<file path="src/rtl/uart_route_pkg.sv">
package uart_route_pkg;
   localparam int MODE_W = 2;

   typedef enum logic [MODE_W-1:0] {
      MODE_NORMAL = 2'b00,
      MODE_ECHO   = 2'b01,
      MODE_LOCAL  = 2'b10,
      MODE_REMOTE = 2'b11
   } chan_mode_e;

   // Both modes that re-send received bits on the transmit pin
   function automatic logic is_echo(chan_mode_e m);
      return (m == MODE_ECHO) || (m == MODE_REMOTE);
   endfunction
endpackage

</file>
<file path="src/rtl/urt_echo_retimer.sv">
module urt_echo_retimer #(
   parameter bit IDLE_LEVEL = 1'b1
) (
   input  logic clk,
   input  logic rst_n,
   input  logic tick_i,
   input  logic din_i,
   output logic dout_o
);
   logic bit_q;

   always_ff @(posedge clk or negedge rst_n) begin
      if (!rst_n)      bit_q <= IDLE_LEVEL;
      else if (tick_i) bit_q <= din_i;
   end

   assign dout_o = bit_q;

   // register follows the line only at a bit-center tick
   a_r2_echo_samples: assert property (@(posedge clk) disable iff (!rst_n)
      tick_i |=> (dout_o == $past(din_i)));
   a_r2_echo_holds: assert property (@(posedge clk) disable iff (!rst_n)
      !tick_i |=> $stable(dout_o));
endmodule

</file>
<file path="src/rtl/urt_exit_holder.sv">
module urt_exit_holder
   import uart_route_pkg::*;
#(
   parameter int DEFER_EXIT = 1
) (
   input  logic       clk,
   input  logic       rst_n,
   input  chan_mode_e mode_i,
   input  logic       rx_tick_i,
   input  logic       stop_i,
   input  logic       tx_en_i,
   output chan_mode_e eff_mode_o
);
   generate
      if ((DEFER_EXIT != 0) && (DEFER_EXIT != 1)) begin : g_bad_param
         $error("DEFER_EXIT must be 0 or 1");
      end

      if (DEFER_EXIT == 1) begin : g_defer
         logic       hold_q;
         chan_mode_e held_q;

         // Mode field applies at once unless an echo mode is being left
         // inside the bit time after a counted stop sample.
         assign eff_mode_o = (hold_q && !is_echo(mode_i)) ? held_q : mode_i;

         always_ff @(posedge clk or negedge rst_n) begin
            if (!rst_n) begin
               hold_q <= 1'b0;
               held_q <= MODE_NORMAL;
            end else if (rx_tick_i) begin
               hold_q <= is_echo(eff_mode_o) && stop_i && tx_en_i;
               held_q <= eff_mode_o;
            end
         end

         // a pending exit lasts no longer than one bit time
         a_r8_hold_released: assert property (@(posedge clk) disable iff (!rst_n)
            (rx_tick_i && !stop_i) |=> !hold_q);
         // no deferral without an enabled transmitter
         a_r9_no_hold_disabled: assert property (@(posedge clk) disable iff (!rst_n)
            (rx_tick_i && !tx_en_i) |=> !hold_q);
         // while pending, routing stays in an echo mode
         a_r8_hold_is_echo: assert property (@(posedge clk) disable iff (!rst_n)
            hold_q |-> is_echo(eff_mode_o));
      end else begin : g_direct
         assign eff_mode_o = mode_i;
      end
   endgenerate
endmodule

</file>
<file path="src/rtl/urt_route_decode.sv">
module urt_route_decode
   import uart_route_pkg::*;
(
   input  logic       clk,
   input  logic       rst_n,
   input  chan_mode_e eff_mode_i,
   input  logic       rxd_i,
   input  logic       tx_ser_i,
   input  logic       echo_bit_i,
   input  logic       rx_tick_i,
   input  logic       tx_tick_i,
   output logic       txd_o,
   output logic       rx_ser_o,
   output logic       rx_tick_o,
   output logic       tx_tick_o,
   output logic       cpu_rx_en_o,
   output logic       cpu_tx_en_o,
   output logic       tx_stat_en_o,
   output logic       rx_err_en_o,
   output logic       rx_chk_en_o
);
   always_comb begin
      txd_o        = tx_ser_i;
      rx_ser_o     = rxd_i;
      rx_tick_o    = rx_tick_i;
      tx_tick_o    = tx_tick_i;
      cpu_rx_en_o  = 1'b1;
      cpu_tx_en_o  = 1'b1;
      tx_stat_en_o = 1'b1;
      rx_err_en_o  = 1'b1;
      rx_chk_en_o  = 1'b1;
      unique case (eff_mode_i)
         MODE_NORMAL: ;
         MODE_ECHO: begin
            txd_o        = echo_bit_i;
            tx_tick_o    = rx_tick_i;
            cpu_tx_en_o  = 1'b0;
            tx_stat_en_o = 1'b0;
         end
         MODE_LOCAL: begin
            txd_o     = 1'b1;
            rx_ser_o  = tx_ser_i;
            rx_tick_o = tx_tick_i;
         end
         MODE_REMOTE: begin
            txd_o        = echo_bit_i;
            tx_tick_o    = rx_tick_i;
            cpu_rx_en_o  = 1'b0;
            cpu_tx_en_o  = 1'b0;
            tx_stat_en_o = 1'b0;
            rx_err_en_o  = 1'b0;
            rx_chk_en_o  = 1'b0;
         end
         default: ;
      endcase
   end

   a_r1_normal_transparent: assert property (@(posedge clk) disable iff (!rst_n)
      (eff_mode_i == MODE_NORMAL) |-> (txd_o == tx_ser_i && rx_ser_o == rxd_i));
   a_r3_echo_tx_gated: assert property (@(posedge clk) disable iff (!rst_n)
      is_echo(eff_mode_i) |-> (!cpu_tx_en_o && !tx_stat_en_o));
   a_r4_local_pin_idle: assert property (@(posedge clk) disable iff (!rst_n)
      (eff_mode_i == MODE_LOCAL) |-> (txd_o && rx_ser_o == tx_ser_i));
   a_r5_remote_silent: assert property (@(posedge clk) disable iff (!rst_n)
      (eff_mode_i == MODE_REMOTE) |-> (!cpu_rx_en_o && !rx_err_en_o && !rx_chk_en_o));
endmodule

</file>
<file path="src/rtl/uart_mode_router.sv">
module uart_mode_router
   import uart_route_pkg::*;
#(
   parameter bit IDLE_LEVEL = 1'b1,
   parameter int DEFER_EXIT = 1
) (
   input  logic              clk,
   input  logic              rst_n,
   input  logic [MODE_W-1:0] mode_i,
   input  logic              rxd_i,
   input  logic              tx_ser_i,
   input  logic              rx_tick_i,
   input  logic              tx_tick_i,
   input  logic              tx_en_i,
   input  logic              rx_stop_i,
   output logic              txd_o,
   output logic              rx_ser_o,
   output logic              rx_tick_o,
   output logic              tx_tick_o,
   output logic              cpu_rx_en_o,
   output logic              cpu_tx_en_o,
   output logic              tx_stat_en_o,
   output logic              rx_err_en_o,
   output logic              rx_chk_en_o
);
   chan_mode_e req_mode;
   chan_mode_e eff_mode;
   logic       echo_bit;

   assign req_mode = chan_mode_e'(mode_i);

   urt_echo_retimer #(.IDLE_LEVEL(IDLE_LEVEL)) u_retime (
      .clk(clk), .rst_n(rst_n), .tick_i(rx_tick_i), .din_i(rxd_i), .dout_o(echo_bit)
   );

   urt_exit_holder #(.DEFER_EXIT(DEFER_EXIT)) u_exit (
      .clk(clk), .rst_n(rst_n), .mode_i(req_mode), .rx_tick_i(rx_tick_i),
      .stop_i(rx_stop_i), .tx_en_i(tx_en_i), .eff_mode_o(eff_mode)
   );

   urt_route_decode u_route (
      .clk(clk), .rst_n(rst_n), .eff_mode_i(eff_mode),
      .rxd_i(rxd_i), .tx_ser_i(tx_ser_i), .echo_bit_i(echo_bit),
      .rx_tick_i(rx_tick_i), .tx_tick_i(tx_tick_i),
      .txd_o(txd_o), .rx_ser_o(rx_ser_o), .rx_tick_o(rx_tick_o), .tx_tick_o(tx_tick_o),
      .cpu_rx_en_o(cpu_rx_en_o), .cpu_tx_en_o(cpu_tx_en_o), .tx_stat_en_o(tx_stat_en_o),
      .rx_err_en_o(rx_err_en_o), .rx_chk_en_o(rx_chk_en_o)
   );

   // echo register starts at the idle line level
   a_r10_idle_after_reset: assert property (@(posedge clk) disable iff (!rst_n)
      ($rose(rst_n) && is_echo(eff_mode)) |-> (txd_o == IDLE_LEVEL));
endmodule

</file>
<file path="config.mk">
export PLATFORM = sky130hd
export DESIGN_NAME = uart_mode_router
export DESIGN_NICKNAME = d
export VERILOG_FILES = /design/src/rtl/uart_route_pkg.sv /design/src/rtl/urt_echo_retimer.sv /design/src/rtl/urt_exit_holder.sv /design/src/rtl/urt_route_decode.sv /design/src/rtl/uart_mode_router.sv
export SDC_FILE = /design/constraint.sdc
export NUM_CORES = 1
export LEC_CHECK = 0
export ABC_CLOCK_PERIOD_IN_PS = 1800
export BUFFER_PORTS_ARGS = -buffer_cell sky130_fd_sc_hd__clkbuf_2
export CAP_MARGIN = 20
export CORE_AREA = 2 2 39 41
export CTS_BUF_LIST = sky130_fd_sc_hd__clkbuf_4
export DETAILED_ROUTE_END_ITERATION = 7
export DIE_AREA = 0 0 41 43
export PLACE_DENSITY = 0.42
export SYNTH_ARGS = -nofsm -noshare
export SYNTH_HDL_FRONTEND = slang
export SYNTH_SLANG_ARGS = --single-unit
</file>
<file path="constraint.sdc">
create_clock -name clk -period 1.8 [get_ports clk]
set_input_delay 0.36 -clock clk [delete_from_list [all_inputs] [get_ports clk]]
set_output_delay 0.36 -clock clk [all_outputs]
set_load 0.02 [all_outputs]
</file>
Word level (Yosys, flattened, before mapping):

Cells that the tools add are included.
W data, S select, Z words.

* reduce and logical (&&, ||, !) cells: 7
* equality and inequality tests: 5
* muxes and demuxes: 7

Operators by type and width (count)
* $eq A2 B2 Y1 const B: 3
* $mux W1: 5
* $eq A2 B1 Y1 const B: 2
* $logic_and A1 B1 Y1: 3
* $logic_or A1 B1 Y1: 2
* $mux W2: 1
* $pmux W1 S2: 1
* $reduce_or A2 Y1: 1
* $logic_not A1 Y1: 1

* word-level logic and storage cells: 22
* output and inout port bits: 9
* input bits: 10
* register bits: 4

Depth between registers and ports, before layout:

* depth in word-level cells: 9
* depth in mapped cells: 4
* gate-level depth less buffers: 3

Cells and area by module:

From an unflattened synthesis, not the netlist that was laid out.

* cells, all modules: 27
* area total of the unflattened synthesis: 296.5 um^2

By module, submodules not included
* urt_exit_holder: seq. area each 75.1 um^2, area each 170.2 um^2, cells an instance 13, times used 1
* urt_route_decode: seq. area each 0.0 um^2, area each 85.1 um^2, cells an instance 12, times used 1
* urt_echo_retimer: seq. area each 26.3 um^2, area each 41.3 um^2, cells an instance 2, times used 1

Worst setup path before layout:

No wires, ideal clock.

* path kind: reg-to-output
* start point: register u_exit.g_defer.hold_q
* end point: output rx_chk_en_o
* data required time: 1.440 ns
* arrival: 1.316 ns
* slack: 0.124 ns
* stages on the path, launching flop included: 4
* cell sequence: dfrtp_1 -> a21oi_2 -> or2_1 -> buf_4

* longest elaborated chain between the ends: 4

RTL lines
* start, declared: line urt_exit_holder.sv:20 `logic hold_q;`
* start signal, assigned: line urt_exit_holder.sv:32 `hold_q <= is_echo(eff_mode_o) && stop_i && tx_en_i;`
* $logic_and A1 B1 Y1: line urt_exit_holder.sv:25 `assign eff_mode_o = (hold_q && !is_echo(mode_i)) ? held_q : mode_i;`
* $mux W2: line urt_exit_holder.sv:25
* $eq A2 B2 Y1
* $mux W1
* end, declared: line uart_mode_router.sv:24 `output logic rx_chk_en_o`

Every way passes these cells.

Worst setup path in the final report:

* start point: register u_exit.g_defer.hold_q
* end point: output rx_ser_o

* longest elaborated chain between the ends: 4

RTL lines
* $logic_and A1 B1 Y1: line urt_exit_holder.sv:25
* $mux W2: line urt_exit_holder.sv:25
* $eq A2 B2 Y1: line urt_route_decode.sv:32 `unique case (eff_mode_i)`
* $mux W1: line urt_route_decode.sv:32
* end, declared: line uart_mode_router.sv:17 `output logic rx_ser_o,`

Every way passes these cells.

==> impl_metrics.toml <==
[worst_setup_path]
timing.critical_path.fanout_max = 5
critPathArrivalTime_ns = 1.45
cp-start-kind = "register"
ff2ff_path_depth = 4
timing.critical_path.to_type = "output port"
worstPathRequired_ns = 1.44
worst-r2r-setup-slack_ns = 0.73
kind_of_critical_path = "reg2out"
timing.rr.start = "u_exit.g_defer.held_q[0]$_DFFE_PN0P_"
r2r_end = "u_exit.g_defer.hold_q$_DFFE_PN0P_"

[power]
ir_drop_v = 0.000265
power_leakage_nw = 0.228
power-per-cell-area_nw_per_um2 = 780

[cells_and_area]
n_antenna_cell = 0
finalCoreUtilization_pct = 33.1
drive_above_1_share_pct = 64.0
areaGrowthSynthToFinish_pct = 64.9
finish.instance_area_um2 = 458
layout.nets = 61
final.fill_count = 149

[sta]
finalWorstSetupSlack_ns = -0.00619
report.final.hold_viol_count = 0
relSlewSlack_pct = 83.7
timing.fmax_mhz = 554
tightestPinTransition_ns = 0.238
fin_crit_ns = 1.81
fin_skew_ns = 0.00641
fin_setup_tns_ns = -0.00914
setup_violations = 2
share_of_the_clock_period_used_by_the_worst_path_pct = 100
rsz0062_at_grt = "yes"
timing.final.max_slew_violations = 0

[grt]
grt.total_usage_pct = 8.68
antenna_found_initial = 0
grt_first_pass_wirelength_um = 1050
grt-ovfl-total = 0
vias_in_the_first_global_route = 254
largest_net_degree_at_the_start_of_global_routing = 10

[floorplan]
num_rows = 14
io-pin-count = 19
floorplan.initialDensity_pct = 20.1
die_y_um = 43
core_area_um2 = 1380
width_of_the_chip_um = 41
fp.dieArea_um2 = 1760

[drt]
postRouteWirelength_um = 601
wire_per_inst_um = 9.11
drt-initial-drc-count = 2
routed_via_count_divided_by_cell_count = 3.86
ant_nets = 0
routed-via-count = 255
drt_first_pass_iters = 4
drc = 0

[clock_tree]
cts_root_buffer = "sky130_fd_sc_hd__clkbuf_4"
worst_setup_hold_path_clk_slew_ns = 0.04
clk-insertion-delay-late_ns = 0.24
tritoncts = "done"
cts_htree_levels = 1
cts_inserted_buffers = 3
numClockSinks = 4
clock_path_buffers = 2

[place]
dp.final_hpwl_um = 483
final_gp_congestion = 0.590
port_buffers = 18
placedInstanceArea_um2 = 368

[synthesis]
postSynthAreaPerCell_um2 = 9.58
syn-instance-count = 29
mappedNetlistNets = 39
synth_seq_area_share_pct = 36.5
netlist_area_pre_place_um2 = 278
synthesis.yosys.warnings = 0
synth_seq_cells = 4
synth_cell_type_count = 18

[min_path]
hp-class = "in2reg"
whs_endpoint = "u_exit.g_defer.hold_q$_DFFE_PN0P_"
hold_path_startpoint = "rx_stop_i"
hold-path-cell-count = 3

[run_status]
violations_in_the_final_reports = "negative setup slack"
run_status = "finished with violations"

[flow_run]
maxCapViolCount = 0
flip-flops by register name (all words and copies together) (netlist names):
name,flops
u_retime.dout_o,1
u_exit.g_defer.hold_q,1
u_exit.g_defer.held_q,2
through the flow:
stage | hold WS [ns] | setup slack [ns] | power [mW] | instances
3_5_place_dp | 0.172 | 0.198 | 0.200 | 60
6_report | 0.362 | -0.00619 | 0.357 | 66
5_1_grt | 0.395 | -0.0740 | 0.378 | 66
3_3_place_gp | 0.173 | 0.175 | 0.202 | 60
2_1_floorplan | 0.0644 | 0.124 | 0.171 | 29
4_1_cts | 0.356 | -0.0395 | 0.363 | 66
critical path: stages (launching register included):
cell and delay [ns]:
sky130_fd_sc_hd__dfrtp_1 0.41, sky130_fd_sc_hd__nand2b_4 0.17, sky130_fd_sc_hd__a21oi_4 0.17, sky130_fd_sc_hd__mux2_4 0.32, sky130_fd_sc_hd__buf_8 0.13
cell type report:
cell class / count / area (um^2) / share of cell area, %
flip-flops and latches: 4 / 101 / 22.1
clock buffers: 4 / 30.0 / 6.56
repair buffers: 21 / 135 / 29.5
well taps: 16 / 20.0 / 4.37
inverters: 2 / 7.51 / 1.64
multi-input cells: 19 / 164 / 35.8
cell families (layout without fill, tap and decap cells):
group,count (synthesis),in the layout,synth area share [%]
compound gates,6,6,14.4
mux,5,5,21.2
simple gates,8,8,15.3
buf+inv,6,27,12.6
flops,4,4,36.5
worst max path at each step:
stage                                                    start     endpoint  slack [ns]  cells after the start
after global placement                               mode_i[0]  cpu_rx_en_o        0.17                      5
after floorplan              u_exit.g_defer.hold_q$_DFFE_PN0P_  rx_chk_en_o        0.12                      3
after global routing      u_exit.g_defer.held_q[0]$_DFFE_PN0P_  rx_chk_en_o       -0.07                      5
after detailed placement  u_exit.g_defer.held_q[0]$_DFFE_PN0P_     rx_ser_o        0.20                      4
final                        u_exit.g_defer.hold_q$_DFFE_PN0P_     rx_ser_o      -0.006                      4
after CTS                    u_exit.g_defer.hold_q$_DFFE_PN0P_     rx_ser_o       -0.04                      4
report_power, final:
group	leakage [nW]	internal (mW)	switching (mW)
logic	0.164	0.0563	0.0578
clock network	0.0184	0.0983	0.0384
registers	0.0460	0.101	0.00563
total	0.228	0.255	0.102
placed cells by master (no fill, tap or decap), drive strengths merged:
master,instances
a31oi,1
clkbuf,20
dfrtp,3
nor2,3
or2,1
dlygate4sd3,1
nand2b,2
mux2,4
dfstp,1
a21oi,4
buf,4
o22ai,1
nand3,1
inv,2
mux2i,1
nand3b,1
synth_stat cells, drive strengths merged:
library cell  n  area [um^2]
dfstp         1         26.3
a21oi         4         27.5
buf           4         27.5
nand3b        1         7.51
mux2          4         48.8
dfrtp         3         75.1
or2           1         6.26
nand2b        2         12.5
mux2i         1         10.0
inv           2         7.51
nor2          3         11.3
a31oi         1         6.26
nand3         1         5.00
o22ai         1         6.26
timing repair:
action                                 in CTS  in global routing
setup buffers                               1                  0
pin swaps                                   1                  0
resized for setup                           8                  2
hold buffers                                1                  0
endpoints found under the hold margin       3                  0
setup endpoints to repair                   2                  7
metal layers:
layer / routed length, um / vias to the layer above / GRT usage, %
met5: 0 / - / 0
met4: 0 / 0 / 6.00
met3: 37 / 0 / 1.57
met2: 311 / 7 / 11.3
met1: 252 / 110 / 12.4
li1: - / 138 / -
Power figures use the tool's default switching activity.
